**config.mk**
```make
export PLATFORM = sky130hd
export DESIGN_NAME = rst_source_ctrl
export DESIGN_NICKNAME = d
export VERILOG_FILES = /design/src/rtl/rst_source_pkg.sv /design/src/rtl/rst_source_fsm.sv /design/src/rtl/rst_source_path.sv /design/src/rtl/rst_source_ctrl.sv
export SDC_FILE = /design/constraint.sdc
export NUM_CORES = 1
export LEC_CHECK = 0
export ABC_CLOCK_PERIOD_IN_PS = 4100
export BUFFER_PORTS_ARGS = -buffer_cell sky130_fd_sc_hd__buf_2
export CAP_MARGIN = 30
export CORE_ASPECT_RATIO = 0.7
export CORE_MARGIN = 2
export CORE_UTILIZATION = 31
export CTS_CLUSTER_DIAMETER = 80
export DETAILED_ROUTE_END_ITERATION = 8
export SLEW_MARGIN = 20
export SYNTH_ARGS = -nofsm -noshare
export SYNTH_HDL_FRONTEND = slang
export SYNTH_SLANG_ARGS = --single-unit
export TNS_END_PERCENT = 20
```
**constraint.sdc**
```tcl
create_clock -name clk -period 4.1 [get_ports clk]
set_input_delay 0.41 -clock clk [delete_from_list [all_inputs] [get_ports clk]]
set_output_delay 0.41 -clock clk [all_outputs]
set_load 0.01 [all_outputs]
```
**src/rtl/rst_source_pkg.sv**
```systemverilog
`timescale 1ns/1ps
package rst_source_pkg;

  typedef enum logic [1:0] {
    MODE_IDLE = 2'd0,
    MODE_FULL = 2'd1,
    MODE_WAKE = 2'd2
  } rstMode_e;

  typedef struct packed {
    logic restart;   // clear start-up counter
    logic run;       // counter advances
    logic setTo;     // raise time-out flag
    logic setPd;     // raise power-down flag
    logic clrFlags;  // software clear of both flags
  } flagCmd_t;

endpackage

```
**src/rtl/rst_source_fsm.sv**
```systemverilog
`timescale 1ns/1ps
module rst_source_fsm
  import rst_source_pkg::*;
#(
  parameter int SYNC_STAGES = 2
) (
  input  logic     clk,
  input  logic     powerOn,
  input  logic     extPin,
  input  logic     lvrReq,
  input  logic     wdtExpire,
  input  logic     sleepMode,
  input  logic     flagClr,
  input  logic     cntDone,
  output flagCmd_t cmd,
  output rstMode_e mode,
  output logic     pinEvt
);

  localparam int MSB = SYNC_STAGES - 1;

  logic [MSB:0] pinSync;
  logic [MSB:0] lvrSync;

  // Two-or-more flop synchronisers, cleared by power-on
  always_ff @(posedge clk or posedge powerOn) begin
    if (powerOn) begin
      pinSync <= '0;
      lvrSync <= '0;
    end else begin
      pinSync <= {pinSync[MSB-1:0], extPin};
      lvrSync <= {lvrSync[MSB-1:0], lvrReq};
    end
  end

  assign pinEvt = pinSync[MSB] | lvrSync[MSB];

  logic wdtFull;
  logic wdtWake;
  logic isIdle;

  assign wdtFull = wdtExpire & ~sleepMode & ~pinEvt;
  assign wdtWake = wdtExpire &  sleepMode & ~pinEvt;
  assign isIdle  = (mode == MODE_IDLE);

  always_ff @(posedge clk or posedge powerOn) begin
    if (powerOn) begin
      mode <= MODE_FULL;
    end else if (pinEvt || wdtFull) begin
      mode <= MODE_FULL;
    end else if (wdtWake) begin
      mode <= (mode == MODE_FULL) ? MODE_FULL : MODE_WAKE;
    end else if (cntDone) begin
      mode <= MODE_IDLE;
    end
  end

  always_comb begin
    cmd          = '0;
    cmd.restart  = pinEvt | wdtExpire;
    cmd.run      = ~isIdle;
    cmd.setTo    = wdtExpire & ~pinEvt;
    cmd.setPd    = wdtWake | (sleepMode & isIdle);
    cmd.clrFlags = flagClr & isIdle & ~cmd.restart;
  end

endmodule

```
**src/rtl/rst_source_path.sv**
```systemverilog
`timescale 1ns/1ps
module rst_source_path
  import rst_source_pkg::*;
#(
  parameter int LONG_CYCLES  = 1024,
  parameter int SHORT_CYCLES = 2
) (
  input  logic     clk,
  input  logic     powerOn,
  input  logic     fastStart,
  input  logic     xtalClk,
  input  flagCmd_t cmd,
  output logic     toFlag,
  output logic     pdFlag,
  output logic     cntDone
);

  localparam int CW = (LONG_CYCLES > 2) ? $clog2(LONG_CYCLES) : 1;
  localparam logic [CW-1:0] LONG_LAST  = CW'(LONG_CYCLES - 1);
  localparam logic [CW-1:0] SHORT_LAST = CW'(SHORT_CYCLES - 1);

  logic [CW-1:0] cnt;
  logic [CW-1:0] lastCnt;
  logic          useShort;

  assign useShort = fastStart & ~xtalClk;
  assign lastCnt  = useShort ? SHORT_LAST : LONG_LAST;
  assign cntDone  = cmd.run & (cnt == lastCnt);

  always_ff @(posedge clk or posedge powerOn) begin
    if (powerOn) begin
      cnt <= '0;
    end else if (cmd.restart || cntDone) begin
      cnt <= '0;
    end else if (cmd.run) begin
      cnt <= cnt + 1'b1;
    end
  end

  always_ff @(posedge clk or posedge powerOn) begin
    if (powerOn) begin
      toFlag <= 1'b0;
      pdFlag <= 1'b0;
    end else begin
      toFlag <= (toFlag & ~cmd.clrFlags) | cmd.setTo;
      pdFlag <= (pdFlag & ~cmd.clrFlags) | cmd.setPd;
    end
  end

endmodule

```
**src/rtl/rst_source_ctrl.sv**
```systemverilog
`timescale 1ns/1ps
module rst_source_ctrl
  import rst_source_pkg::*;
#(
  parameter int SYNC_STAGES  = 2,
  parameter int LONG_CYCLES  = 1024,
  parameter int SHORT_CYCLES = 2
) (
  input  logic clk,
  input  logic powerOn,
  input  logic extPin,
  input  logic lvrReq,
  input  logic wdtExpire,
  input  logic sleepMode,
  input  logic flagClr,
  input  logic fastStart,
  input  logic xtalClk,
  output logic toFlag,
  output logic pdFlag,
  output logic fullRst,
  output logic wakeRst
);

  flagCmd_t cmd;
  rstMode_e mode;
  logic     cntDone;
  logic     pinEvt;

  rst_source_fsm #(.SYNC_STAGES(SYNC_STAGES)) u_fsm (
    .clk(clk), .powerOn(powerOn), .extPin(extPin), .lvrReq(lvrReq),
    .wdtExpire(wdtExpire), .sleepMode(sleepMode), .flagClr(flagClr),
    .cntDone(cntDone), .cmd(cmd), .mode(mode), .pinEvt(pinEvt)
  );

  rst_source_path #(.LONG_CYCLES(LONG_CYCLES), .SHORT_CYCLES(SHORT_CYCLES)) u_path (
    .clk(clk), .powerOn(powerOn), .fastStart(fastStart), .xtalClk(xtalClk),
    .cmd(cmd), .toFlag(toFlag), .pdFlag(pdFlag), .cntDone(cntDone)
  );

  assign fullRst = (mode == MODE_FULL);
  assign wakeRst = (mode == MODE_WAKE);

endmodule

```
### Yosys cells after proc, flatten, opt, wreduce, memory -nomap -nowiden

Cells that the tools add are included.

* logic and storage cells: 45
* bits in writable memories: 0
* bits of input ports: 9
* latch bits: 0
* output and inout bits: 4
* memories kept: 0
* ROM bits: 0
* bits in registers: 18

* divide/modulo/power cells: 0
* $mul: 0
* shifts and indexed selects: 0
* bitwise operators: 23
* reductions and logical operators: 4
* $add $sub $neg: 1
* equality and inequality tests: 4
* order comparisons: 0
* multiplexer cells: 7

Operator list (number)
* 10-bit 2-to-1 mux: 3
* 1-bit AND: 12
* 10-bit by 1-bit adder with 10-bit output (second input constant): 1
* 10-bit equality test: 1
* 2-bit 2-to-1 mux: 4
* 1-bit inverter: 6
* 1-bit bitwise OR: 5
* 3-bit nonzero test: 1
* 2-bit by 1-bit equality test with 1-bit output (second input constant): 1
* 2-bit equality test (second input constant): 1
* 2-bit logical NOT: 1
* 1-bit logical OR: 2
* 2-bit by 1-bit inequality test with 1-bit output (second input constant): 1

### Logic depth before layout (Yosys ltp)

* depth in word-level cells: 8
* mapped depth: 5
* gate-level depth less buffers: 5

### Hierarchy

A second synthesis with hierarchy kept.

* cell total of the unflattened synthesis: 90
* area, all modules: 923.4 um^2

Modules (own cells, without submodules)
* rst_source_path: sequential area each 300.3 um^2, area each 646.9 um^2, times used 1, cells each 64
* rst_source_fsm: sequential area each 151.4 um^2, area each 261.5 um^2, times used 1, cells each 24
* rst_source_ctrl: sequential area each 0.0 um^2, area each 15.0 um^2, times used 1, cells each 2

### Worst setup path before layout

No wires, ideal clock.

* kind: in2reg
* start point: input fastStart
* end point: register u_fsm.mode[1]
* cell stages on the path: 5
* slack: 2.683 ns
* buffers on the path: 0
* required time: 3.989 ns
* arrival time: 1.305 ns
* library setup time: 0.111 ns
* path through: nor4b_1 > and3_4 > a21oi_4 > o211ai_1 > a2111oi_2

* word-level cells in the longest chain between the ends: 5

RTL lines
* from (decl): line rst_source_ctrl.sv:16 `input logic fastStart,`
* 1-bit AND: line rst_source_path.sv:26 `assign useShort = fastStart & ~xtalClk;`
* 10-bit 2-to-1 mux: line rst_source_path.sv:27 `assign lastCnt = useShort ? SHORT_LAST : LONG_LAST;`
* 10-bit equality test: line rst_source_path.sv:28 `assign cntDone = cmd.run & (cnt == lastCnt);`
* 1-bit AND: line rst_source_path.sv:28
* 3-bit nonzero test (no source line)
* to (signal assigned): line rst_source_fsm.sv:52 `mode <= (mode == MODE_FULL) ? MODE_FULL : MODE_WAKE;`
* to (decl): line rst_source_fsm.sv:16 `output rstMode_e mode,`

Every way passes these cells.
A chain may end at the register's enable or synchronous reset.

### Worst setup path after layout

* start point: register u_fsm.mode[0]
* end point: output fullRst

* word-level cells in the longest chain between the ends: 1

RTL lines
* 2-bit by 1-bit equality test with 1-bit output: line rst_source_ctrl.sv:40 `assign fullRst = (mode == MODE_FULL);`
* to (decl): line rst_source_ctrl.sv:20 `output logic fullRst,`

Every way passes these cells.

==> impl_metrics.json <==
{
  "status": "completed",
  "rrSetupSlack_ns": 2.50,
  "reg2reg_depth": 5,
  "top_layer_used": "met4",
  "antenna_found_initial": 0,
  "avgSynthCellArea_sq_um": 9.72,
  "ctsResizeCount": 0,
  "numCtsBuffers": 3,
  "post_cts_buffers": 0,
  "most-common-layout-cells": "dfrtp_1 (17), buf_2 (12), nor2_1 (10), nand2_1 (10), nand3_1 (6)",
  "die_x_um": 67.8,
  "finalSetupTns_ns": 0,
  "crit_type": "reg -> out",
  "clockBufferDepth": 2,
  "dpl.hpwl_um": 1250,
  "hold_buffers": 0,
  "clock_latency_ns": 0.26,
  "async_reset_ff_share_pct": 100,
  "fill_cells": 275,
  "r2r-start": "u_path.cnt[9]$_DFFE_PP0P_",
  "seq_area_sq_um": 452,
  "setup_violations": 0,
  "r2r-end": "u_path.cnt[8]$_DFFE_PP0P_",
  "path_clk_slew_ns": 0.07,
  "maxSlewViolCount": 0,
  "crit_start": "u_fsm.mode[0]$_DFFE_PP1P_",
  "ant_nets": 0,
  "rsz0062_at_grt": "false",
  "finalWirelength_um": 1660,
  "h-tree-depth": 1,
  "synth.top_cell.area_share_pct": 48.1,
  "cts-root-buf": "clkbuf_8",
  "nNetsFinal": 117,
  "path_max_fanout": 6,
  "worst_pin_slew_ns": 0.683,
  "cap_violations": 0,
  "cp-start-kind": "flip-flop",
  "grt_pass1_wl_um": 2790,
  "die-height_um": 48.7,
  "p_total_w": 0.000350,
  "drive_gt1_share_pct": 19.8,
  "grt_usage_pct": 11.2,
  "synth-seq-cells": 18,
  "place.gp.congestion": 0.805,
  "ys_types": 31,
  "overflow": 0,
  "firstDrtPassIters": 4,
  "synth_flop_cell": "dfrtp_1",
  "area_delta_synth_final_pct": 17.3,
  "required_ns": 3.69,
  "relSlewSlack_pct": 54.4,
  "wl_met3_um": 69,
  "hp-class": "in -> async",
  "p_leak_nw": 0.415,
  "hold_viol": 0,
  "cts_sinks": 18,
  "yosysWarnings": 0,
  "diodes": 0,
  "clock_skew_ns": 0.00593,
  "crit_end": "fullRst",
  "synth_nets": 101,
  "ir_drop_v": 0.000216,
  "fin_crit_ns": 1.62,
  "cts_tree": "done",
  "rows": 16,
  "final_common_cell": "dfrtp_1",
  "multi_input_area_sq_um": 407,
  "viasPerCell": 4.92,
  "vias": 698,
  "netlist_area_sq_um": 885,
  "port_buffers": 12,
  "met1_length_um": 823,
  "drt_iter0_drc": 11,
  "die-area_sq_um": 3300,
  "period_share_pct": 39.5,
  "cp.arrival_ns": 1.21,
  "netlist_instances": 91,
  "yosys.area.top_type": "dfrtp_1",
  "grt_pass1_vias": 641,
  "p_per_area_nw_per_um2": 337,
  "core_area_sq_um": 2760,
  "io_pins": 13,
  "ys_seq_area_share_pct": 51.1,
  "start_util_pct": 32.0,
  "remaining_drc_errors": 0,
  "grt_max_degree": 19,
  "wl_met2_um": 754,
  "detail_route.wl_per_cell_um": 11.7,
  "fmax_mhz": 617,
  "synth-edff-count": 0,
  "netlist_top_cells_area": "dfrtp_1 (48%), nand2_1 (4.2%), nor2_1 (4.2%)",
  "end_kind": "output pin"
}
==> power by group <==
part	switching, W	internal, W	leakage (nW)
registers	0.00000263	0.000181	0.232
logic	0.0000127	0.00000837	0.154
clock network	0.0000595	0.0000854	0.0288
==> critical path, cell delays in order, from the launching register on <==
cell and delay, ns:
dfstp_2 0.58, nor2b_1 0.21, buf_2 0.16
==> layout make-up <==
| class | instances | area share [%] |
|---|---|---|
| clock buffer | 4 | 5.31 |
| inverter | 5 | 1.81 |
| multi-input combinational | 67 | 39.2 |
| sequential | 18 | 43.5 |
| tap | 36 | 4.34 |
| timing repair buffer | 12 | 5.79 |
==> through the flow <==
stage                     hold WS (ns)  std cells  area [sq um]  setup slack (ns)  util, %
after floorplan                  0.331         91           885              2.68        -
after global placement           0.333        138           982              2.47     35.6
after detailed placement         0.336        138           982              2.40     35.6
after CTS                        0.251        142          1040              2.47     37.5
after global routing             0.243        142          1040              2.40     37.5
final                            0.244        142          1040              2.48     37.5
==> metal layers <==
layer	track usage (%)	vias up
met5	0	-
met4	2.00	0
met3	4.88	3
met2	16.8	12
met1	15.2	329
li1	-	354
==> synthesized netlist by cell type, types with 2 or more instances <==
master	number
o211ai_1	2
inv_1	5
o21ai_0	2
nand3_1	6
o21ai_1	2
or3_1	3
nor3_1	4
dfrtp_1	17
nand4_1	2
a21oi_1	5
xnor2_1	2
nand2_1	10
xor2_1	3
nor2_1	10
nor2b_1	2
==> kinds of logic (layout without fill, tap and decap cells) <==
family / count (synthesis) / in the layout / synth area share, %
compound gates: 19 / 19 / 16.1
simple gates: 42 / 42 / 23.5
buf+inv: 6 / 21 / 2.97
xor+xnor: 5 / 5 / 4.95
fa+ha+maj: 1 / 1 / 1.41
flops: 18 / 18 / 51.1
==> how the worst min path moves through the flow <==
stage / startpoint / to / slack, ns / cells past startpoint
3_5_place_dp: u_fsm.lvrSync[0]$_DFF_PP0_ / u_fsm.lvrSync[1]$_DFF_PP0_ / 0.34 / 0
3_3_place_gp: u_fsm.pinSync[0]$_DFF_PP0_ / u_fsm.pinSync[1]$_DFF_PP0_ / 0.33 / 0
5_1_grt: lvrReq / u_fsm.lvrSync[0]$_DFF_PP0_ / 0.24 / 1
2_1_floorplan: u_fsm.lvrSync[0]$_DFF_PP0_ / u_fsm.lvrSync[1]$_DFF_PP0_ / 0.33 / 0
6_report: powerOn / u_path.cnt[4]$_DFFE_PP0P_ / 0.24 / 2
4_1_cts: lvrReq / u_fsm.lvrSync[0]$_DFF_PP0_ / 0.25 / 1
==> registers in the layout, indices dropped and copies added (netlist names) <==
signal	count
u_path.toFlag	1
u_fsm.mode	2
u_fsm.lvrSync	2
u_fsm.pinSync	2
u_path.cnt	10
u_path.pdFlag	1
(Power assumes the default switching activity.)
